**config.mk**
```make
export PLATFORM = sky130hd
export DESIGN_NAME = iq_entry_alloc
export DESIGN_NICKNAME = d
export VERILOG_FILES = /design/src/rtl/iq_alloc_pkg.sv /design/src/rtl/iq_cap_table.sv /design/src/rtl/iq_grant_arb.sv /design/src/rtl/iq_thread_ctr.sv /design/src/rtl/iq_entry_alloc.sv
export SDC_FILE = /design/constraint.sdc
export NUM_CORES = 1
export LEC_CHECK = 0
export BUFFER_PORTS_ARGS = -buffer_cell sky130_fd_sc_hd__buf_2
export CAP_MARGIN = 20
export CORE_ASPECT_RATIO = 1.25
export CORE_MARGIN = 4
export CORE_UTILIZATION = 55
export DETAILED_ROUTE_END_ITERATION = 7
export GPL_TIMING_DRIVEN = 0
export PLACE_DENSITY = 0.76
export SETUP_SLACK_MARGIN = 0.5
export SLEW_MARGIN = 20
export SYNTH_ARGS = -nofsm -noshare
export SYNTH_HDL_FRONTEND = slang
export SYNTH_SLANG_ARGS = --single-unit
```
**constraint.sdc**
```tcl
create_clock -name clk -period 18.8 [get_ports clk]
set_clock_uncertainty 0.2 [all_clocks]
set_input_delay 3.76 -clock clk [delete_from_list [all_inputs] [get_ports clk]]
set_output_delay 3.76 -clock clk [all_outputs]
set_load 0.01 [all_outputs]
```
**src/rtl/iq_alloc_pkg.sv**
```systemverilog
package iq_alloc_pkg;

  typedef enum logic [1:0] {
    POL_SHARED = 2'd0,
    POL_SPLIT  = 2'd1,
    POL_PCT    = 2'd2,
    POL_RSVD   = 2'd3
  } share_pol_e;

endpackage

```
**src/rtl/iq_cap_table.sv**
```systemverilog
module iq_cap_table
  import iq_alloc_pkg::*;
#(
  parameter int ENTRIES = 16,
  parameter int THREADS = 4,
  parameter int CW      = $clog2(ENTRIES + 1),
  parameter int PW      = 7
) (
  input  logic               clk,
  input  logic               rst,
  input  share_pol_e         pol_i,
  input  logic [PW-1:0]      pct_i,
  input  logic [THREADS-1:0] active_i,
  output logic [CW-1:0]      cap_o [THREADS]
);

  localparam int            AW       = $clog2(THREADS + 1);
  localparam int            PCT_MAX  = 100;
  localparam logic [CW-1:0] FULL_CAP = CW'(ENTRIES);
  localparam logic [CW-1:0] EVEN_CAP = CW'(ENTRIES / THREADS);

  logic [AW-1:0] act_n;
  logic [PW-1:0] pct_c;
  logic [CW-1:0] pct_cap;
  logic [CW-1:0] split_cap;
  logic [CW-1:0] cap_nx [THREADS];
  logic [CW-1:0] cap_q  [THREADS];

  function automatic logic [CW-1:0] share_of(input logic [AW-1:0] n);
    logic [CW-1:0] r;
    r = EVEN_CAP;
    for (int a = 1; a <= THREADS; a++) begin
      if (n == AW'(a)) r = CW'(ENTRIES / a);
    end
    return r;
  endfunction

  always_comb begin
    act_n = '0;
    for (int t = 0; t < THREADS; t++) act_n = act_n + AW'(active_i[t]);
    pct_c     = (pct_i > PW'(PCT_MAX)) ? PW'(PCT_MAX) : pct_i;
    pct_cap   = CW'((int'(pct_c) * ENTRIES) / PCT_MAX);
    split_cap = share_of(act_n);
    for (int t = 0; t < THREADS; t++) begin
      case (pol_i)
        POL_SPLIT: cap_nx[t] = active_i[t] ? split_cap : EVEN_CAP;
        POL_PCT:   cap_nx[t] = (active_i[t] && act_n == AW'(1)) ? FULL_CAP : pct_cap;
        default:   cap_nx[t] = FULL_CAP;
      endcase
    end
  end

  always_ff @(posedge clk) begin
    for (int t = 0; t < THREADS; t++) cap_q[t] <= cap_nx[t];
  end

  assign cap_o = cap_q;

  for (genvar g = 0; g < THREADS; g++) begin : g_chk
    AST_SHARED_CAP: assert property (@(posedge clk) disable iff (rst)
      ($past(pol_i) == POL_SHARED) |-> (cap_q[g] == FULL_CAP));
    AST_SOLO_PCT: assert property (@(posedge clk) disable iff (rst)
      ($past(pol_i) == POL_PCT && $past(active_i) == (THREADS'(1) << g))
        |-> (cap_q[g] == FULL_CAP));
  end

endmodule

```
**src/rtl/iq_grant_arb.sv**
```systemverilog
module iq_grant_arb #(
  parameter int THREADS = 4,
  parameter int CW      = 5
) (
  input  logic               clk,
  input  logic               rst,
  input  logic [THREADS-1:0] req_i,
  input  logic [THREADS-1:0] ok_i,
  input  logic [CW-1:0]      room_i,
  output logic [THREADS-1:0] grant_o
);

  logic [CW-1:0] taken;

  always_comb begin
    taken = '0;
    for (int t = 0; t < THREADS; t++) begin
      grant_o[t] = 1'b0;
      if (req_i[t] && ok_i[t] && taken < room_i) begin
        grant_o[t] = 1'b1;
        taken      = taken + CW'(1);
      end
    end
  end

  AST_GRANT_ROOM: assert property (@(posedge clk) disable iff (rst)
    $countones(grant_o) <= int'(room_i));

  for (genvar g = 1; g < THREADS; g++) begin : g_ord
    AST_LOW_FIRST: assert property (@(posedge clk) disable iff (rst)
      grant_o[g] |-> ((req_i[g-1:0] & ok_i[g-1:0] & ~grant_o[g-1:0]) == '0));
  end

endmodule

```
**src/rtl/iq_thread_ctr.sv**
```systemverilog
module iq_thread_ctr #(
  parameter int CW = 5
) (
  input  logic          clk,
  input  logic          rst,
  input  logic          grant_i,
  input  logic          release_i,
  input  logic [CW-1:0] cap_i,
  output logic [CW-1:0] cnt_o,
  output logic [CW-1:0] free_o,
  output logic          ok_o,
  output logic          full_o,
  output logic          rel_ok_o
);

  logic [CW-1:0] cnt_q;

  assign ok_o     = cnt_q < cap_i;
  assign full_o   = ~ok_o;
  assign free_o   = ok_o ? (cap_i - cnt_q) : '0;
  assign rel_ok_o = release_i && (cnt_q != '0 || grant_i);
  assign cnt_o    = cnt_q;

  always_ff @(posedge clk) begin
    if (rst) begin
      cnt_q <= '0;
    end else if (grant_i && !rel_ok_o) begin
      cnt_q <= cnt_q + CW'(1);
    end else if (!grant_i && rel_ok_o) begin
      cnt_q <= cnt_q - CW'(1);
    end
  end

  AST_PAIR_HOLD: assert property (@(posedge clk) disable iff (rst)
    (grant_i && release_i) |=> $stable(cnt_q));
  AST_ZERO_FLOOR: assert property (@(posedge clk) disable iff (rst)
    (cnt_q == '0 && release_i && !grant_i) |=> (cnt_q == '0));
  AST_CAP_GUARD: assert property (@(posedge clk) disable iff (rst)
    grant_i |-> (cnt_q < cap_i));

endmodule

```
**src/rtl/iq_entry_alloc.sv**
```systemverilog
module iq_entry_alloc
  import iq_alloc_pkg::*;
#(
  parameter int ENTRIES = 16,
  parameter int THREADS = 4,
  parameter int CW      = $clog2(ENTRIES + 1)
) (
  input  logic                  clk,
  input  logic                  rst,
  input  logic [1:0]            policy_i,
  input  logic [6:0]            pct_i,
  input  logic [THREADS-1:0]    active_i,
  input  logic [THREADS-1:0]    alloc_i,
  input  logic [THREADS-1:0]    release_i,
  output logic [CW-1:0]         free_total_o,
  output logic [THREADS*CW-1:0] thread_free_o,
  output logic                  full_o,
  output logic [THREADS-1:0]    thread_full_o,
  output logic [THREADS-1:0]    alloc_err_o
);

  share_pol_e         pol_w;
  logic [CW-1:0]      cap_w  [THREADS];
  logic [CW-1:0]      cnt_w  [THREADS];
  logic [CW-1:0]      tfree_w[THREADS];
  logic [THREADS-1:0] ok_w, grant_w, rel_ok_w, tfull_w;
  logic [CW-1:0]      free_q, n_grant, n_rel;
  logic [THREADS-1:0] err_q;
  int                 occ_sum;

  assign pol_w = share_pol_e'(policy_i);

  iq_cap_table #(.ENTRIES(ENTRIES), .THREADS(THREADS), .CW(CW), .PW(7)) u_caps (
    .clk(clk), .rst(rst), .pol_i(pol_w), .pct_i(pct_i),
    .active_i(active_i), .cap_o(cap_w)
  );

  iq_grant_arb #(.THREADS(THREADS), .CW(CW)) u_arb (
    .clk(clk), .rst(rst), .req_i(alloc_i), .ok_i(ok_w),
    .room_i(free_q), .grant_o(grant_w)
  );

  for (genvar g = 0; g < THREADS; g++) begin : g_thr
    iq_thread_ctr #(.CW(CW)) u_ctr (
      .clk(clk), .rst(rst), .grant_i(grant_w[g]), .release_i(release_i[g]),
      .cap_i(cap_w[g]), .cnt_o(cnt_w[g]), .free_o(tfree_w[g]),
      .ok_o(ok_w[g]), .full_o(tfull_w[g]), .rel_ok_o(rel_ok_w[g])
    );
    assign thread_free_o[g*CW +: CW] = tfree_w[g];
  end

  always_comb begin
    n_grant = '0;
    n_rel   = '0;
    occ_sum = 0;
    for (int t = 0; t < THREADS; t++) begin
      n_grant = n_grant + CW'(grant_w[t]);
      n_rel   = n_rel + CW'(rel_ok_w[t]);
      occ_sum = occ_sum + int'(cnt_w[t]);
    end
  end

  always_ff @(posedge clk) begin
    if (rst) begin
      free_q <= CW'(ENTRIES);
      err_q  <= '0;
    end else begin
      free_q <= free_q - n_grant + n_rel;
      err_q  <= alloc_i & ~grant_w;
    end
  end

  assign free_total_o  = free_q;
  assign full_o        = (free_q == '0);
  assign thread_full_o = tfull_w;
  assign alloc_err_o   = err_q;

  AST_OCC_SUM: assert property (@(posedge clk) disable iff (rst)
    (int'(free_q) + occ_sum) == ENTRIES);
  AST_REFUSE_STILL: assert property (@(posedge clk) disable iff (rst)
    (alloc_i != '0 && grant_w == '0 && rel_ok_w == '0) |=> $stable(free_q));

endmodule

```
; ---- Word-level counts from Yosys, hierarchy flattened
; Index checks and enable logic that the tools add are counted.
[word_totals]
register_bits = 49
inputBits = 23
out_inout_bits = 34
elab_cells = 138
[classes]
n_addsub = 25
div_mod_pow = 1
n_lt_le_gt_ge = 9
eq_ne = 6
n_mux = 36
bitwise_logic = 6
reduce_logical = 45
[op_table]
columns = op, n
row1 = 5-bit two-way mux, 26
row2 = 5-bit case mux with 2 select lines, 4
row3 = 12-bit by 8-bit divider with 32-bit output (second input constant), 1
row4 = 5-bit < comparator, 6
row5 = 5-bit by 1-bit adder with 5-bit output (second input constant), 5
row6 = 1-bit logical AND, 24
row7 = 5-bit nonzero test, 4
row8 = 5-bit by 1-bit subtractor with 5-bit output (second input constant), 4
row9 = 5-bit subtractor, 4
row10 = 3-bit by 1-bit adder with 4-bit output, 2
row11 = 1-bit zero test, 8
row12 = 2-bit nonzero test, 4
row13 = 7-bit > comparator (second input constant), 1
row14 = 7-bit two-way mux, 1
row15 = 1-bit by 1-bit adder with 2-bit output, 3
row16 = 2-bit by 1-bit adder with 3-bit output, 2
row17 = 3-bit by 1-bit adder with 3-bit output, 2
row18 = 3-bit by 2-bit == test with 1-bit output (second input constant), 2
row19 = 5-bit by 4-bit adder with 5-bit output, 1
row20 = 5-bit zero test, 1
row21 = 1-bit by 5-bit < comparator with 1-bit output, 1
row22 = 1-bit by 5-bit < comparator with 1-bit output (first input constant), 1
row23 = 1-bit two-way mux, 5
row24 = 5-bit by 4-bit subtractor with 5-bit output, 1
row25 = other kinds (9), 15

; ---- Longest topological paths before layout
; Gate-level depths: netlist (run 1).
[logic_depth]
depth_word = 18
mapped_depth = 33
ltp_nobuf = 33

; ---- By module
; A second synthesis (run 1) with hierarchy kept.
[unflattened]
hier_cells = 653
area_unflattened_um2 = 5308.8
[by_module_without_submodules]
columns = module, instances, cells_per_inst, area_each_um2, seq_area_each_um2
row1 = iq_cap_table, 1, 268, 2117.0, 400.4
row2 = iq_thread_ctr at g_thr[0].u_ctr ..., 3, 71, 581.8, 100.1
row3 = iq_thread_ctr at g_thr[3].u_ctr, 1, 85, 655.6, 100.1
row4 = iq_entry_alloc, 1, 57, 554.3, 180.2
row5 = iq_grant_arb, 1, 30, 236.5, 0.0

; ---- Worst setup path after synthesis (run 1)
; No wires, ideal clock.
[synth_path]
path_kind = input -> register
start = input alloc_i[0]
end = register free_q[3], in the netlist free_total_o[3]
setup_time_ns = 0.128
arrival_time_ns = 8.952
required_ns = 18.472
slack_ns = 9.521
path_stages = 25
n_path_buf = 0
cell_sequence = inv_1 > a211o_1 > a211oi_1 > nor2_1 > ha_1 > ha_1 > a21oi_1 > o21ai_0 > nor2_1 > fa_1 > o21ai_0 > a21boi_0 > o21ai_0 > nand2_1 > nor2_1 > o21ai_0 > fa_1 > fa_1 > fa_1 > inv_1 > ha_1 > inv_1 > fa_1 > xor2_1 > nor2_1
[synth_via]
elab_chain_len = 16
word_cells_on_any_way = 33
[synth_lines]
columns = item, line_no
row1 = "start, declared", iq_entry_alloc.sv:13  ; input logic [THREADS-1:0] alloc_i,
row2 = 1-bit logical AND * (2 in a row), iq_grant_arb.sv:19  ; if (req_i[t] && ok_i[t] && taken < room_i) begin
row3 = "parallel branches: the longest is 13 deep, another holds 1-bit by 5-bit < comparator with 1-bit output", --
row4 = 5-bit by 4-bit adder with 5-bit output *, iq_entry_alloc.sv:68  ; free_q <= free_q - n_grant + n_rel;
row5 = "end signal, assigned", iq_entry_alloc.sv:65  ; free_q <= CW'(ENTRIES);
row6 = "end signal, assigned", iq_entry_alloc.sv:68
row7 = "end, declared", iq_entry_alloc.sv:27  ; logic [CW-1:0] free_q, n_grant, n_rel;
; Mark *: on every way between the ends.
; A chain may end at the register's enable or synchronous reset.

; ---- Worst setup path after layout (run 1)
[layout_path]
start = input alloc_i[0]
end = register free_q[4], in the netlist free_total_o[4]
; The elaborated chain is that of the path after synthesis.

==> results of run 1 <==
==> worst min-delay path: stages (launching register included) <==
cell and delay (ns):
dfxtp_1 0.32, o21ai_0 0.07, a21oi_1 0.06
==> power groups by stage <==
stage	clock, mW	combinational (mW)	sequential [mW]
after floorplan	0	0.471	0.156
after global placement	0	0.592	0.158
after detailed placement	0	0.615	0.159
after CTS	0.0646	0.620	0.157
after global routing	0.0694	0.706	0.160
final	0.0632	0.618	0.156
==> final timing paths <==
kind	from	end	cells past startpoint
worst max register to register	g_thr[0].u_ctr.cnt_o[1]$_SDFFE_PP0P_	free_total_o[4]$_SDFF_PP1_	31
worst min-delay path	g_thr[3].u_ctr.cnt_o[4]$_SDFFE_PP0P_	g_thr[3].u_ctr.cnt_o[4]$_SDFFE_PP0P_	2
worst min register to register	g_thr[3].u_ctr.cnt_o[4]$_SDFFE_PP0P_	g_thr[3].u_ctr.cnt_o[4]$_SDFFE_PP0P_	2
worst max-delay path	alloc_i[0]	free_total_o[4]$_SDFF_PP1_	26
==> synth_stat cells, types with 3 or more instances <==
cell	count
or3_1	4
nor4_1	3
nor3_1	15
and3_1	7
or2_2	6
nand3b_1	3
fa_1	17
xor2_1	12
nand4_1	7
a21o_1	14
nor3b_1	7
dfxtp_1	49
nor2b_1	6
a211oi_1	6
a31oi_1	6
a21oi_1	35
o21a_1	6
buf_6	4
a32oi_1	5
xnor2_1	19
nand2_1	34
inv_1	62
a22oi_1	5
nor2_1	68
clkbuf_1	10
buf_4	7
a32o_1	3
mux2i_1	8
nand3_1	11
o21ai_0	22
ha_1	52
nand2b_1	4
==> layer usage <==
metal  track usage  up-vias  share of wire
li1              -     2135              -
met1         0.252     2023           0.41
met2         0.422       93           0.53
met3        0.0250       17          0.034
met4        0.0835        0          0.024
met5             0        -              0
==> logic make-up (layout without fill, tap and decap cells) <==
group	count (synthesis)	in the layout	synth area share
fa+ha+maj	69	69	0.209
mux	8	8	0.0169
buf+inv	83	144	0.0775
flops	49	49	0.207
xor+xnor	32	32	0.0620
compound gates	144	144	0.229
simple gates	188	188	0.199
==> cell type report <==
type	instances	area, um2	share of cell area
buffer	21	135	0.0259
clock buffer	7	86.3	0.0165
inverter	62	233	0.0446
multi-input combinational	441	3400	0.650
sequential	49	981	0.188
tap	97	121	0.0232
timing repair buffer	54	270	0.0517
==> flip-flops by register name, summed over array words and instances, names as in the netlist <==
name	cells
g_thr.u_ctr.cnt_o	20
u_caps.cap_o	20
free_total_o	5
alloc_err_o	4
==> metrics.yaml, run 1 <==
yosys_warnings: 0
p_clk_frac: 0.075
worst-path-buf-inv: 3
worst_slew_pin_slew_ns: 0.728
ys_async_sr_fraction: 0
final_cells: 731
max_freq_mhz: 98.8
reg2reg_setup_slack_ns: 10.68
core_area_um2: 8330
maxSlewHeadroom: 0.510
min_path_type: "reg2reg"
peakVddDrop_mv: 0.0617
grt_max_degree: 14
fin_crit_ns: 10.12
finalNetCount: 726
syn_area_um2: 4750
yosys.area.top_type_share: 0.207
maxCapViolations: 0
synth_cell_types: 81
finalSetupViolCount: 0
diodes: 0
final_cell_mix: "nor2_1 (68), inv_1 (62), buf_2 (54), ha_1 (52), dfxtp_1 (49)"
drc: 0
setup_slack_ns: 8.68
gr-usage-all-layers: 0.223
syn_avg_cell_area_um2: 8.28
hold_buffers: 0
synth_edf_count: 0
timing.hold.ws_ns: 0.289
critPathTopFamily: "adder cells"
cts_buffers: 5
clock-sinks: 49
syn_nets: 665
synth_cells: 573
synth_largest_area_cell: "dfxtp_1"
ant_nets: 0
tns_ns: 0
clockRootBuffer: "clkbuf_8"
io_buffers: 54
io_pins: 57
final_common_cell: "nor2_1"
required_ns: 18.80
postCtsSetupBuffers: 0
power_frac_comb: 0.738
area_growth_pct: 10.1
num_rows: 37
dp_cells: 724
gp_congestion: 0.919
cts_resized: 0
netlist_top_cells_area: "dfxtp_1 (21%), ha_1 (14%), fa_1 (7.2%), nor2_1 (5.4%), inv_1 (4.9%)"
worst-setup-path-type: "in2reg"
drive_gt1_frac: 0.164
yosys_register_bits: 49
drt_wl_total_mm: 11.2
arrival_ns: 10.13
cp_slowest_cell: "fa_1"
period_share: 0.538
clock_latency_ns: 0.31
endpoint_kind: "flip-flop"
die_h_um: 112
htreeDepth: 2
overflow: 0
path_max_fanout: 9
final_area_um2: 5220
postLayoutCoreUtil: 0.627
grt_pass1_vias: 4219
antenna_found_initial: 0
run_status: "completed"
critPathMaxStageDelay_ns: 0.53
p_switching_uw: 395
swShare: 0.471
maxSlewViolCount: 0
post-layout-total-power_uw: 838
via_count: 4268
ys_seq_area_frac: 0.207
cts_tree: "yes"
cts_buffer_depth: 2
die_x_um: 91.1
p_int_uw: 443
clk_pin_slew_worst_paths_ns: 0.09
power_frac_seq: 0.187
dp_hpwl_mm: 9.07
fp.dieArea_um2: 10200
drt_iter0_drc: 161
rsz0062_at_grt: "no"
dpl_worst_slack_ns: 8.37
vias_per_cell: 5.84
leakagePower_nw: 2.42
power.density_nw_per_um2: 160
initial_utilization: 0.570
critPathLaunchType: "primary input"
synth_flop_cell: "dfxtp_1"
fillers: 770
hold_viol: 0
dr.pass1.iters: 4
post_dp_cell_area_um2: 5140
grt_pass1_wl_mm: 19.0
detail_route.wl_per_cell_um: 15.3
(Power assumes the default switching activity.)
==> run 2: changes to the inputs <==
--- a/config.mk
+++ b/config.mk
@@ -5,14 +5,15 @@
 export SDC_FILE = /design/constraint.sdc
 export NUM_CORES = 1
 export LEC_CHECK = 0
+export ABC_AREA = 1
 export BUFFER_PORTS_ARGS = -buffer_cell sky130_fd_sc_hd__buf_2
 export CAP_MARGIN = 20
 export CORE_ASPECT_RATIO = 1.25
 export CORE_MARGIN = 4
-export CORE_UTILIZATION = 55
+export CORE_UTILIZATION = 54
 export DETAILED_ROUTE_END_ITERATION = 7
 export GPL_TIMING_DRIVEN = 0
-export PLACE_DENSITY = 0.76
+export PLACE_DENSITY = 0.78
 export SETUP_SLACK_MARGIN = 0.5
 export SLEW_MARGIN = 20
 export SYNTH_ARGS = -nofsm -noshare
==> constraint.sdc (replaced) <==
create_clock -name clk -period 8.6 [get_ports clk]
set_clock_uncertainty 0.2 [all_clocks]
set_input_delay 1.72 -clock clk [delete_from_list [all_inputs] [get_ports clk]]
set_output_delay 1.72 -clock clk [all_outputs]
set_load 0.01 [all_outputs]
==> run 2 against run 1 <==
Against the previous run:
- sequential power rose by 120%
- non-clock buffer count decreased by 5
- global-route usage shrank 1.3 points
- clock power up 110%
- largest cell class unchanged
- critical endpoint is now free_total_o[3]$_SDFF_PP0_
- cell area increased by 3.3%
- combinational power is 110% higher
- hold slack got worse by 0.037 ns
- highest routed layer unchanged
- worst setup slack got worse by 7.5 ns
==> metrics.yaml, run 2 <==
run_status: "completed"
ant_nets: 0  # unchanged
io_pins: 57  # unchanged
syn_avg_cell_area_um2: 6.98  # -16%
drive_gt1_frac: 0.168  # +0.00416
yosys_warnings: 0  # unchanged
drc: 0  # unchanged
ys_seq_area_frac: 0.201  # -0.00526
syn_area_um2: 4870  # +2.6%
yosys-top-cells-count: "nand2_1 (126), inv_1 (119), nor2_1 (58)"
initial_utilization: 0.557  # -0.0129
htreeDepth: 2  # unchanged
reg2reg_setup_slack_ns: 1.16  # -9.52 ns
grt_pass1_wl_mm: 18.6  # -2.0%
tns_ns: 0  # unchanged
cts_buffers: 5  # unchanged
vias_per_cell: 5.21  # -11%
final_common_cell: "nand2_1"
postLayoutCoreUtil: 0.617  # -0.00989
clock_latency_ns: 0.31  # about the same
dp_hpwl_mm: 9.04  # -0.28%
hold_viol: 0  # unchanged
reg2reg_depth: 36  # +16%
synth_cells: 698  # +22%
synth_largest_area_cell: "dfxtp_1"
dr.pass1.iters: 6  # +2
drt_iter0_drc: 170  # +5.6%
synth_flop_cell: "dfxtp_1"
cts_tree: "yes"
via_count: 4586  # +7.5%
yosysMostFrequentCell: "nand2_1"
finalSetupViolCount: 0  # unchanged
detail_route.wl_per_cell_um: 12.2  # -20%
overflow: 0  # unchanged
grt_pass1_vias: 4441  # +5.3%
leakagePower_nw: 2.84  # +18%
critPathMaxStageDelay_ns: 0.52  # about the same
syn_nets: 790  # +19%
gr-usage-all-layers: 0.210  # -0.0126
die_h_um: 114  # +2.1%
required_ns: 8.59  # -10.21 ns
worstHoldStart: "g_thr[1].u_ctr.cnt_o[4]$_SDFFE_PP0P_"
worst_slew_pin_slew_ns: 0.634  # -0.0941 ns
worstHoldEndpoint: "g_thr[1].u_ctr.cnt_o[4]$_SDFFE_PP0P_"
period_share: 0.865
grt_max_degree: 15  # +1
path_max_fanout: 7  # -2
synth_edf_count: 0  # unchanged
endpoint_kind: "flip-flop"
post_dp_cell_area_um2: 5300  # +3.1%
final_area_um2: 5400  # +3.3%
rr_startpoint: "g_thr[1].u_ctr.cnt_o[1]$_SDFFE_PP0P_"
peakVddDrop_mv: 0.130  # +110%
multiInputGateArea_um2: 3350  # -1.4%
critPathLaunchType: "flip-flop"
drt_wl_total_mm: 10.8  # -3.8%
maxCapViolations: 0  # unchanged
timing.hold.ws_ns: 0.252  # -0.0365 ns
area_growth_pct: 10.8
hold_depth: 1  # -1
io_buffers: 55  # +1.9%
postCtsSetupBuffers: 0  # unchanged
maxSlewViolCount: 0  # unchanged
seqCellArea_um2: 981  # unchanged
yosys.area.top_type_share: 0.201  # -0.00526
max_freq_mhz: 134
netlist_top_cells_area: "dfxtp_1 (20%), ha_1 (13%), nand2_1 (9.7%), inv_1 (9.2%), fa_1 (7.0%)"
final_cell_mix: "nand2_1 (126), inv_1 (119), nor2_1 (58), buf_2 (56), ha_1 (52)"
yosys_register_bits: 49  # unchanged
worst-setup-path-type: "reg2reg"
cp_slowest_cell: "fa_1"
fin_crit_ns: 7.44
hold_buffers: 0  # unchanged
clock-sinks: 49  # unchanged
clk_pin_slew_worst_paths_ns: 0.09  # about the same
diodes: 0  # unchanged
min_path_type: "reg2reg"
cts_resized: 0  # unchanged
rsz0062_at_grt: "no"
crit_top_cell: "nor2_1"
ys_async_sr_fraction: 0  # unchanged
fp.dieArea_um2: 10600  # +4.1%
gp_congestion: 0.918  # -0.21%
r2r_end: "free_total_o[3]$_SDFF_PP0_"
finalNetCount: 852  # +17%
num_rows: 38  # +2.7%
core_area_um2: 8750  # +5.0%
arrival_ns: 7.44  # -2.69 ns
synth_cell_types: 44  # -46%
cts_buffer_depth: 2  # unchanged
antenna_found_initial: 0  # unchanged
die_x_um: 92.9  # +2.0%
power.density_nw_per_um2: 334  # +110%
clockRootBuffer: "clkbuf_8"
fillers: 858  # +11%
maxSlewHeadroom: 0.578  # +0.0672
-- run 2: cell types whose count changed after synthesis, moves of 6 or more --
cell | before | now
nand3_1 | 11 | 43
mux2i_1 | 8 | 0
and3_1 | 7 | 0
inv_2 | 0 | 6
nand2_2 | 0 | 17
a21o_1 | 14 | 2
nand4_1 | 7 | 23
nand2_1 | 34 | 126
o21ai_0 | 22 | 41
a21oi_1 | 35 | 47
nor2_1 | 68 | 58
inv_1 | 62 | 119
nor2b_1 | 6 | 0
xnor2_1 | 19 | 7
-- run 2: stage by stage --
| stage | instances | setup WS, ns | total power [mW] |
|---|---|---|---|
| 6_report | 881 | 1.16 | 1.80 |
| 5_1_grt | 881 | 0.503 | 2.03 |
| 4_1_cts | 881 | 0.665 | 1.80 |
| 3_5_place_dp | 873 | 0.700 | 1.66 |
| 3_3_place_gp | 873 | 0.719 | 1.61 |
| 2_1_floorplan | 698 | 1.55 | 1.34 |
-- run 2: cell families after synthesis --
logic type               share of synthesized area
XOR/XNOR                                    0.0360
buffers and inverters                        0.114
adder cells (fa/ha/maj)                      0.203
AO/OA/AOI/OAI                                0.132
flip-flops                                   0.201
AND/OR/NAND/NOR                              0.313
-- run 2: worst max-delay path by stage --
stage | start | to | slack [ns] | cells past startpoint
CTS | g_thr[1].u_ctr.cnt_o[1]$_SDFFE_PP0P_ | free_total_o[4]$_SDFF_PP1_ | 0.67 | 38
detailed placement | g_thr[1].u_ctr.cnt_o[1]$_SDFFE_PP0P_ | free_total_o[4]$_SDFF_PP1_ | 0.70 | 38
global placement | alloc_i[0] | free_total_o[4]$_SDFF_PP1_ | 0.72 | 32
finish | g_thr[1].u_ctr.cnt_o[1]$_SDFFE_PP0P_ | free_total_o[3]$_SDFF_PP0_ | 1.16 | 36
floorplan | alloc_i[0] | free_total_o[3]$_SDFF_PP0_ | 1.55 | 29
global route | g_thr[1].u_ctr.cnt_o[1]$_SDFFE_PP0P_ | free_total_o[4]$_SDFF_PP1_ | 0.50 | 38
-- run 2: power breakdown --
part | internal, mW | switching [mW] | total [mW]
Sequential | 0.292 | 0.0526 | 0.345
Clock | 0.0577 | 0.0758 | 0.133
Combinational | 0.542 | 0.781 | 1.32
-- run 2: metal layers --
metal	track usage	routed length (um)	vias to the layer above
met2	0.402	5560	99
met5	0	0	-
li1	-	-	2385
met1	0.231	4510	2088
met4	0.0841	255	0
met3	0.0256	423	14
-- run 2: worst max-delay path, delay by kind of cell, from the launching register on --
kind,cells,cell delay (ns)
flip-flops,1,0.41
AND/OR/NAND/NOR,12,1.34
XOR/XNOR,1,0.14
buffers and inverters,5,0.60
AO/OA/AOI/OAI,9,1.64
adder cells (fa/ha/maj),9,2.98
-- run 2: cell type report --
| class | count | share of cell area |
|---|---|---|
| buffer | 15 | 0.0162 |
| clock buffer | 7 | 0.0141 |
| clock inverter | 1 | 0.00139 |
| inverter | 125 | 0.0869 |
| multi-input combinational | 509 | 0.621 |
| sequential | 49 | 0.182 |
| tap | 120 | 0.0278 |
| timing repair buffer | 55 | 0.0510 |
